[config.mk]
export PLATFORM = sky130hd
export DESIGN_NAME = irq_aggregator
export DESIGN_NICKNAME = d
export VERILOG_FILES = /design/src/rtl/irqagg_pkg.sv /design/src/rtl/irqagg_bank.sv /design/src/rtl/irqagg_gate.sv /design/src/rtl/irq_aggregator.sv
export SDC_FILE = /design/constraint.sdc
export NUM_CORES = 1
export LEC_CHECK = 0
export BUFFER_PORTS_ARGS = -buffer_cell sky130_fd_sc_hd__buf_4
export CAP_MARGIN = 20
export CELL_PAD_IN_SITES_DETAIL_PLACEMENT = 0
export CELL_PAD_IN_SITES_GLOBAL_PLACEMENT = 1
export CORE_AREA = 2 2 203 205
export CTS_CLUSTER_SIZE = 24
export DETAILED_ROUTE_END_ITERATION = 8
export DIE_AREA = 0 0 205 207
export GPL_ROUTABILITY_DRIVEN = 0
export HOLD_SLACK_MARGIN = 0.12
export PLACE_DENSITY_LB_ADDON = 0.25
export SLEW_MARGIN = 20
export SYNTH_ARGS = -nofsm -noshare
export SYNTH_HDL_FRONTEND = slang
export SYNTH_SLANG_ARGS = --single-unit
[constraint.sdc]
create_clock -name clk -period 2.15 [get_ports clk]
set_input_delay 0.1075 -clock clk [delete_from_list [all_inputs] [get_ports clk]]
set_output_delay 0.1075 -clock clk [all_outputs]
set_load 0.05 [all_outputs]
[src/rtl/irqagg_pkg.sv]
package irqagg_pkg;
  localparam int BANK_W = 32;

  // register select inside one bank window (word offset)
  localparam logic [2:0] BR_ENSET  = 3'd0;
  localparam logic [2:0] BR_ENCLR  = 3'd1;
  localparam logic [2:0] BR_STCLR  = 3'd2;
  localparam logic [2:0] BR_TYPE   = 3'd3;
  localparam logic [2:0] BR_PEND   = 3'd4;
  localparam logic [2:0] BR_SWTRIG = 3'd5;

  // global words
  localparam logic [1:0] GR_ID     = 2'd0;
  localparam logic [1:0] GR_MASTER = 2'd1;
  localparam logic [1:0] GR_MSTAT  = 2'd2;
  localparam logic [1:0] GR_OUTEN  = 2'd3;
endpackage

[src/rtl/irqagg_bank.sv]
module irqagg_bank
  import irqagg_pkg::*;
(
  input  logic              clk,
  input  logic              rst,
  input  logic [BANK_W-1:0] lines,
  input  logic              wr,
  input  logic [2:0]        sel,
  input  logic [BANK_W-1:0] wdata,
  output logic [BANK_W-1:0] en_o,
  output logic [BANK_W-1:0] raw_o,
  output logic [BANK_W-1:0] type_o,
  output logic [BANK_W-1:0] pend_o
);
  logic [BANK_W-1:0] en_q, typ_q, prev_q, edge_q, sw_q;
  logic [BANK_W-1:0] rise, clr, swset;

  assign rise  = lines & ~prev_q;
  assign clr   = (wr && sel == BR_STCLR)  ? wdata : '0;
  assign swset = (wr && sel == BR_SWTRIG) ? wdata : '0;

  always_ff @(posedge clk) begin
    if (rst) begin
      en_q   <= '0;
      typ_q  <= '0;
      prev_q <= '0;
      edge_q <= '0;
      sw_q   <= '0;
    end else begin
      prev_q <= lines;
      if (wr && sel == BR_ENSET) en_q <= en_q | wdata;
      if (wr && sel == BR_ENCLR) en_q <= en_q & ~wdata;
      if (wr && sel == BR_TYPE)  typ_q <= wdata;
      // a new edge wins over a clear in the same cycle
      edge_q <= (edge_q & ~clr) | (rise & typ_q);
      sw_q   <= (sw_q & ~clr) | swset;
    end
  end

  assign raw_o  = (typ_q & edge_q) | (~typ_q & lines) | sw_q;
  assign en_o   = en_q;
  assign type_o = typ_q;
  assign pend_o = raw_o & en_q;

  p_enset_r3: assert property (@(posedge clk) disable iff (rst)
    (wr && sel == BR_ENSET) |=> ((en_q & $past(wdata)) == $past(wdata)));

  p_enclr_r3: assert property (@(posedge clk) disable iff (rst)
    (wr && sel == BR_ENCLR) |=> ((en_q & $past(wdata)) == '0));

  p_swset_r7: assert property (@(posedge clk) disable iff (rst)
    (wr && sel == BR_SWTRIG) |=> ((sw_q & $past(wdata)) == $past(wdata)));

  p_edge_wins_r6: assert property (@(posedge clk) disable iff (rst)
    (|(rise & typ_q)) |=> ((edge_q & $past(rise & typ_q)) == $past(rise & typ_q)));
endmodule

[src/rtl/irqagg_gate.sv]
module irqagg_gate (
  input  logic clk,
  input  logic rst,
  input  logic wr_master,
  input  logic wr_outen,
  input  logic wbit,
  input  logic any_pend,
  output logic master_o,
  output logic outen_o,
  output logic mstat_o,
  output logic irq_o
);
  logic master_q, outen_q, irq_q;

  always_ff @(posedge clk) begin
    if (rst) begin
      master_q <= 1'b0;
      outen_q  <= 1'b1;
      irq_q    <= 1'b0;
    end else begin
      if (wr_master) master_q <= wbit;
      if (wr_outen)  outen_q  <= wbit;
      irq_q <= master_q & outen_q & any_pend;
    end
  end

  assign master_o = master_q;
  assign outen_o  = outen_q;
  assign mstat_o  = master_q & any_pend;
  assign irq_o    = irq_q;

  p_irq_gated_r10: assert property (@(posedge clk) disable iff (rst)
    irq_q |-> ($past(master_q) && $past(outen_q)));

  p_irq_follows_r8: assert property (@(posedge clk) disable iff (rst)
    (master_q && outen_q && any_pend) |=> irq_q);
endmodule

[src/rtl/irq_aggregator.sv]
module irq_aggregator
  import irqagg_pkg::*;
#(
  parameter int          NUM_LINES = 64,
  parameter logic [15:0] VERSION   = 16'h0102,
  parameter int          ADDR_W    = 10,
  parameter int          BANK_BASE = 256
) (
  input  logic                 clk,
  input  logic                 rst,
  input  logic                 reg_wr,
  input  logic                 reg_rd,
  input  logic [ADDR_W-1:0]    reg_addr,
  input  logic [31:0]          reg_wdata,
  output logic [31:0]          reg_rdata,
  input  logic [NUM_LINES-1:0] irq_lines,
  output logic                 irq_out
);
  localparam int NUM_BANKS = NUM_LINES / BANK_W;
  localparam int WORD_W    = ADDR_W - 2;
  localparam int BASE_WORD = BANK_BASE / 4;
  localparam int BIDX_W    = (NUM_BANKS > 1) ? $clog2(NUM_BANKS) : 1;

  initial begin
    if (NUM_LINES == 0 || (NUM_LINES % BANK_W) != 0)
      $error("NUM_LINES must be a nonzero multiple of 32");
  end

  logic [WORD_W-1:0]   word, boff;
  logic [WORD_W-4:0]   bnum;
  logic [BIDX_W-1:0]   bidx;
  logic [2:0]          bsel;
  logic                aligned, glob_hit, bank_hit;

  assign word     = reg_addr[ADDR_W-1:2];
  assign aligned  = (reg_addr[1:0] == 2'b00);
  assign glob_hit = aligned && (word < WORD_W'(4));
  assign boff     = word - WORD_W'(BASE_WORD);
  assign bnum     = boff[WORD_W-1:3];
  assign bsel     = boff[2:0];
  assign bidx     = bnum[BIDX_W-1:0];
  assign bank_hit = aligned && (word >= WORD_W'(BASE_WORD)) &&
                    (bnum < (WORD_W-3)'(NUM_BANKS));

  logic [BANK_W-1:0] en_a   [NUM_BANKS];
  logic [BANK_W-1:0] raw_a  [NUM_BANKS];
  logic [BANK_W-1:0] typ_a  [NUM_BANKS];
  logic [BANK_W-1:0] pend_a [NUM_BANKS];

  for (genvar b = 0; b < NUM_BANKS; b++) begin : g_bank
    irqagg_bank u_bank (
      .clk    (clk),
      .rst    (rst),
      .lines  (irq_lines[b*BANK_W +: BANK_W]),
      .wr     (reg_wr && bank_hit && (bidx == BIDX_W'(b))),
      .sel    (bsel),
      .wdata  (reg_wdata),
      .en_o   (en_a[b]),
      .raw_o  (raw_a[b]),
      .type_o (typ_a[b]),
      .pend_o (pend_a[b])
    );
  end

  logic any_pend;
  always_comb begin
    any_pend = 1'b0;
    for (int b = 0; b < NUM_BANKS; b++) any_pend = any_pend | (|pend_a[b]);
  end

  logic master, outen, mstat;
  irqagg_gate u_gate (
    .clk       (clk),
    .rst       (rst),
    .wr_master (reg_wr && glob_hit && word[1:0] == GR_MASTER),
    .wr_outen  (reg_wr && glob_hit && word[1:0] == GR_OUTEN),
    .wbit      (reg_wdata[0]),
    .any_pend  (any_pend),
    .master_o  (master),
    .outen_o   (outen),
    .mstat_o   (mstat),
    .irq_o     (irq_out)
  );

  logic [31:0] rd_val;
  always_comb begin
    rd_val = '0;
    if (glob_hit) begin
      case (word[1:0])
        GR_ID:     rd_val = {VERSION, 16'(NUM_LINES)};
        GR_MASTER: rd_val = {31'd0, master};
        GR_MSTAT:  rd_val = {31'd0, mstat};
        default:   rd_val = {31'd0, outen};
      endcase
    end else if (bank_hit) begin
      case (bsel)
        BR_ENSET, BR_ENCLR: rd_val = en_a[bidx];
        BR_STCLR:           rd_val = raw_a[bidx];
        BR_TYPE:            rd_val = typ_a[bidx];
        BR_PEND:            rd_val = pend_a[bidx];
        default:            rd_val = '0;
      endcase
    end
  end

  always_ff @(posedge clk) begin
    if (rst)         reg_rdata <= '0;
    else if (reg_rd) reg_rdata <= rd_val;
  end

  p_id_stable_r1: assert property (@(posedge clk) disable iff (rst)
    (glob_hit && word[1:0] == GR_ID && reg_rd) |=> (reg_rdata == {VERSION, 16'(NUM_LINES)}));
endmodule

Yosys cells after proc, flatten, opt, wreduce, memory -nomap -nowiden --
Cells that the tools add are included.
Word-level totals: register bits 355, bits of input ports 110
Operators by class: add/subtract/negate cells 1, magnitude comparators 4, eq/ne operators 8, multiplexer cells 24, bitwise logic cells 39, reductions and logical operators 27
Operators with widths (number):
- $mux W32 | 22
- $and A32 B32 Y32 | 16
- $or A32 B32 Y32 | 10
- $not A32 Y32 | 7
- $pmux W32 S4 | 1
- $pmux W25 S3 | 1
- $reduce_or A32 Y1 | 2
- $logic_and A1 B1 Y1 | 19
- $ge A8 B7 Y1 const B | 1
- $lt A8 B3 Y1 const B | 1
- $sub A8 B7 Y8 const B | 1
- $eq A3 B2 Y1 const B | 2
- $eq A3 B3 Y1 const B | 2
- $lt A5 B2 Y1 const B | 1
- $eq A2 B2 Y1 const B | 2
- $logic_not A2 Y1 | 2
- $reduce_bool A2 Y1 | 2
- $and A1 B1 Y1 | 3
- $eq A3 B1 Y1 const B | 1
- $logic_not A3 Y1 | 1
- $eq A2 B1 Y1 const B | 1
- $ge A2 B2 Y1 const B | 1
- $not A1 Y2 | 1
- $reduce_or A2 Y1 | 1
- 2 further kinds | 2

Longest topological paths before layout --
depth after elaboration 11, gate-level depth with buffers 9

Cells and area by module --
Synthesis repeated with hierarchy kept, for this count alone.
Unflattened totals: cells, all modules 1729, area, all modules 15808.9 µm²
Modules (own cells, without submodules):
- irqagg_bank | times used 2, cells each 659, area each 6259.8 µm², seq. area each 3203.1 µm²
- irq_aggregator | times used 1, cells each 402, area each 3181.8 µm², seq. area each 640.6 µm²
- irqagg_gate | times used 1, cells each 9, area each 107.6 µm², seq. area each 60.1 µm²

Worst setup path before layout --
Ideal clock, no wire load.
kind input -> register, start point in reg_addr[6], end point reg g_bank[1].u_bank.typ_q[10], library setup time 0.128 ns, arrival time 2.217 ns, slack -0.195 ns, stages on the path 8, cells stage by stage or4_4 or4b_1 buf_6 or4_4 buf_6 buf_6 mux2i_1 nor2_1
Between the ends: longest elaborated chain between the ends 6, elaborated cells between the ends (all ways) 8, classes of those cells add/sub (1); order compare (2); reduce/logical (5)
RTL lines:
- start: declaration | line irq_aggregator.sv:13 | input logic [ADDR_W-1:0] reg_addr,
- $sub A8 B7 Y8 or $ge A8 B7 Y1 (tied branches) | line irq_aggregator.sv:38, irq_aggregator.sv:42
- $lt A5 B2 Y1 or $logic_and A1 B1 Y1 (tied branches) | line irq_aggregator.sv:43, irq_aggregator.sv:42
- $logic_and A1 B1 Y1 (*) | line irq_aggregator.sv:42 | assign bank_hit = aligned && (word >= WORD_W'(BASE_WORD)) &&
- $logic_and A1 B1 Y1 (*) (2 in a row) | line irq_aggregator.sv:55 | .wr (reg_wr && bank_hit && (bidx == BIDX_W'(b))),
- $logic_and A1 B1 Y1 (*) | line irqagg_bank.sv:33 | if (wr && sel == BR_TYPE) typ_q <= wdata;
- end signal: assignment | line irqagg_bank.sv:33
- end: declaration | line irqagg_bank.sv:15 | logic [BANK_W-1:0] en_q, typ_q, prev_q, edge_q, sw_q;
Mark *: on every way between the ends. The rest lies on a longest branch, timed or not. A chain may end at the register's enable or synchronous reset.

Worst setup path in the final report --
start point reg g_bank[0].u_bank.typ_q[2], end point reg u_gate.irq_q, in the netlist u_gate.irq_o
Between the ends: longest elaborated chain between the ends 8, elaborated cells between the ends (all ways) 9, classes of those cells bitwise (8); reduce/logical (1)
RTL lines:
- start: declaration | line irqagg_bank.sv:15
- start signal: assignment | line irqagg_bank.sv:33
- $not A32 Y32 | line irqagg_bank.sv:40 | assign raw_o = (typ_q & edge_q) | (~typ_q & lines) | sw_q;
- $and A32 B32 Y32 | line irqagg_bank.sv:40
- $or A32 B32 Y32 (*) (2 in a row) | line irqagg_bank.sv:40
- $and A32 B32 Y32 (*) | line irqagg_bank.sv:43 | assign pend_o = raw_o & en_q;
- $reduce_or A32 Y1 (*) | line irq_aggregator.sv:68 | for (int b = 0; b < NUM_BANKS; b++) any_pend = any_pend | (|pend_a[b]);
- $or A1 B1 Y1 (*) | line irq_aggregator.sv:68
- $and A1 B1 Y1 (*) | line irqagg_gate.sv:23 | irq_q <= master_q & outen_q & any_pend;
- end signal: assignment | line irqagg_gate.sv:23
- end: declaration | line irqagg_gate.sv:13 | logic master_q, outen_q, irq_q;
Marked as above.

==> results.tsv <==
metric	value	unit
ys.flop_type	dfxtp_1	
pre_cts_slack	-425	ps
timing.rr.end	u_gate.irq_o	
grt.overflow.total	0	
holdPathStages	4	
rsz0062_at_grt	yes	
synth-edff-count	0	
grt_max_degree	124	
status	finished clean	
dieArea	0.0424	mm2
wl_met1	23900	um
clockPowerShare	47.1	%
ys_types	43	
maxSlewHeadroom	39.5	%
start_kind	register	
cts_tree	built	
post-route-min-period	2090	ps
power_density	710	mW/mm2
vias	15261	
syn_area	0.0164	mm2
rrSetupSlack	60	ps
setup_violations	0	
die_x	205	um
final.setup.tns	0	ps
wirelength	51400	um
synth.top_cell.area_share	43.4	%
ys_seq_elements	355	
first_iter_violations	1054	
post-route-util	52.1	%
worst_slew_pin_slew	908	ps
drtAntennaViolNets	0	
drc_errors	0	
min_to	reg_rdata[0]	
stdcell_count	2675	
finClkSkew	13.6	ps
p_int	11.4	mW
synth_nets	1982	
clock_latency	570	ps
setup_slack	61.4	ps
p_comb_share	8.3	%
path_max_fanout	2	
min_path_type	primary input to register	
seq_area_frac_synth	43.4	%
place_inst	2496	
clk_transition_reported_paths	50	ps
min_from	reg_addr[3]	
io_buffers	142	
dpl.hpwl	32500	um
grt_pass1_vias	14756	
synth_warnings	0	
viasPerCell	5.71	
cts_buffers	41	
fin_nets	2224	
syn_to_final_growth	28.6	%
grt_use_total	23.8	%
postSynthCellCount	1872	
leakage	7.82	nW
fmax	479	MHz
top_layer_used	met4	
swShare	23.7	%
reg2reg_depth	7	
peakVddDrop	0.462	mV
p_switching	3.54	mW
start_util	40.5	%
end_kind	register	
htreeDepth	2	
syn_avg_cell_area	8.74	um2
pin_count	143	
rr_startpoint	g_bank[0].u_bank.type_o[2]	
cts-root-buf	clkbuf_16	
antenna_found_initial	1	
drive_gt1_share	19.3	%
synth_async_sr_flop_share	0	%
detail_route.wl_per_cell	19.2	um
maxCapViolCount	0	
min_period_over_period	97.1	%
clock-sinks	355	
fillers	3796	
die_h	207	um
crit_required	2560	ps
coreArea	0.0404	mm2
finalMaxSlewViolations	0	
rows	74	
arrival	2500	ps
power_frac_seq	44.6	%
met2WireLength	23400	um
firstDrtPassIters	5	
yosys-top-cells-area	dfxtp_1 43%, nor2_1 6.1%, o21ai_0 5.7%	
grt_pass1_wl	81200	um
crit_type	register to register	
hold_viol_final	0	
synth.largest_area_cell	dfxtp_1	
cts_max_path_buffers	3	
routed-wl-met3	2630	um
==> final cells by class <==
class	count	area [um2]	area share, %
antenna	1	2.50	0.0119
clock inverter	5	53.8	0.256
clock buffer	66	1300	6.19
timing repair buffer	367	3280	15.6
inverter	69	259	1.23
multi-input combinational	1280	8370	39.8
tap	532	666	3.16
sequential	355	7110	33.8
==> layout by cell type (no fill, tap or decap), types with 9 or more instances in the layout <==
master / synthesis / routed
a21oi_1: 78 / 77
a22o_1: 27 / 27
a22oi_1: 64 / 64
a311oi_1: 69 / 69
a32oi_1: 65 / 65
buf_12: 0 / 18
buf_4: 3 / 240
clkbuf_1: 139 / 9
clkbuf_16: 0 / 44
clkbuf_8: 0 / 14
dfxtp_1: 355 / 352
dlygate4sd3_1: 0 / 105
inv_1: 68 / 68
mux2_2: 64 / 64
mux2i_1: 64 / 64
nand2_1: 88 / 87
nand4_1: 19 / 19
nor2_1: 265 / 263
nor2b_1: 64 / 64
o211ai_1: 27 / 27
o21ai_0: 185 / 170
o21ai_1: 0 / 15
o2bb2ai_1: 52 / 52
o31a_1: 52 / 52
o31ai_1: 55 / 55
==> worst max path at each step <==
stage,endpoint,cells after the start,slack [ps],start
after floorplan,g_bank[1].u_bank.type_o[10],8,-190,reg_addr[6]
after global placement,g_bank[1].u_bank.type_o[21],8,-400,reg_addr[6]
after detailed placement,register,8,-420,reg_addr[6]
after CTS,u_gate.irq_o,8,6,g_bank[1].u_bank.type_o[27]
after global routing,u_gate.irq_o,7,-20,g_bank[1].u_bank.type_o[29]
final,u_gate.irq_o,7,60,g_bank[0].u_bank.type_o[2]
==> metal layers <==
layer / vias up / GRT usage, %
li1: 7416 / -
met1: 7348 / 32.7
met2: 406 / 37.9
met3: 91 / 4.07
met4: 0 / 7.81
met5: - / 0
==> worst max-delay path, cell delays in order (launching register included) <==
cell,delay (ps)
dfxtp_1,330
mux2_2,320
o21ai_0,310
nand4_1,180
nor4_2,290
buf_4,170
and4_4,250
nor3_1,70
==> power groups by stage <==
stage | clock (mW) | combinational [mW] | sequential [mW]
global placement | 0 | 1.07 | 6.81
global route | 7.44 | 1.35 | 6.67
detailed placement | 0 | 1.08 | 6.81
finish | 7.04 | 1.24 | 6.67
floorplan | 0 | 0.592 | 6.82
CTS | 7.19 | 1.24 | 6.67
==> what timing repair did <==
action,in CTS,in global routing
hold buffers,105,0
setup buffers,0,1
endpoints found under the hold margin,340,0
gates cloned,0,1
pin swaps,0,7
gates resized for setup,3,22
endpoints found under the setup margin,2,11
==> synth_stat cells (18+ instances only) <==
cell type,n
a21oi_1,78
a22o_1,27
a22oi_1,64
a311oi_1,69
a32oi_1,65
buf_2,18
clkbuf_1,139
dfxtp_1,355
inv_1,68
mux2_2,64
mux2i_1,64
nand2_1,88
nand4_1,19
nor2_1,265
nor2b_1,64
o211ai_1,27
o21ai_0,185
o2bb2ai_1,52
o31a_1,52
o31ai_1,55
==> cell families (layout without fill, tap and decap cells) <==
logic type	after synthesis	after routing	share of synthesized area [%]
muxes	128	128	8.32
AOI/OAI and AO/OA	689	689	29.7
and+or+nand+nor	463	463	12.7
other	0	1	0
DFF	355	355	43.4
buffers and inverters	237	507	5.87
==> through the flow <==
| stage | area (um2) | total power, mW | hold slack, ps |
|---|---|---|---|
| finish | 21000 | 14.9 | 166 |
| global route | 21000 | 15.5 | 171 |
| CTS | 21000 | 15.1 | 136 |
| detailed placement | 18600 | 7.89 | 348 |
| global placement | 18600 | 7.88 | 342 |
| floorplan | 16400 | 7.41 | 236 |
No activity file was read; power rests on OpenSTA's default activity.
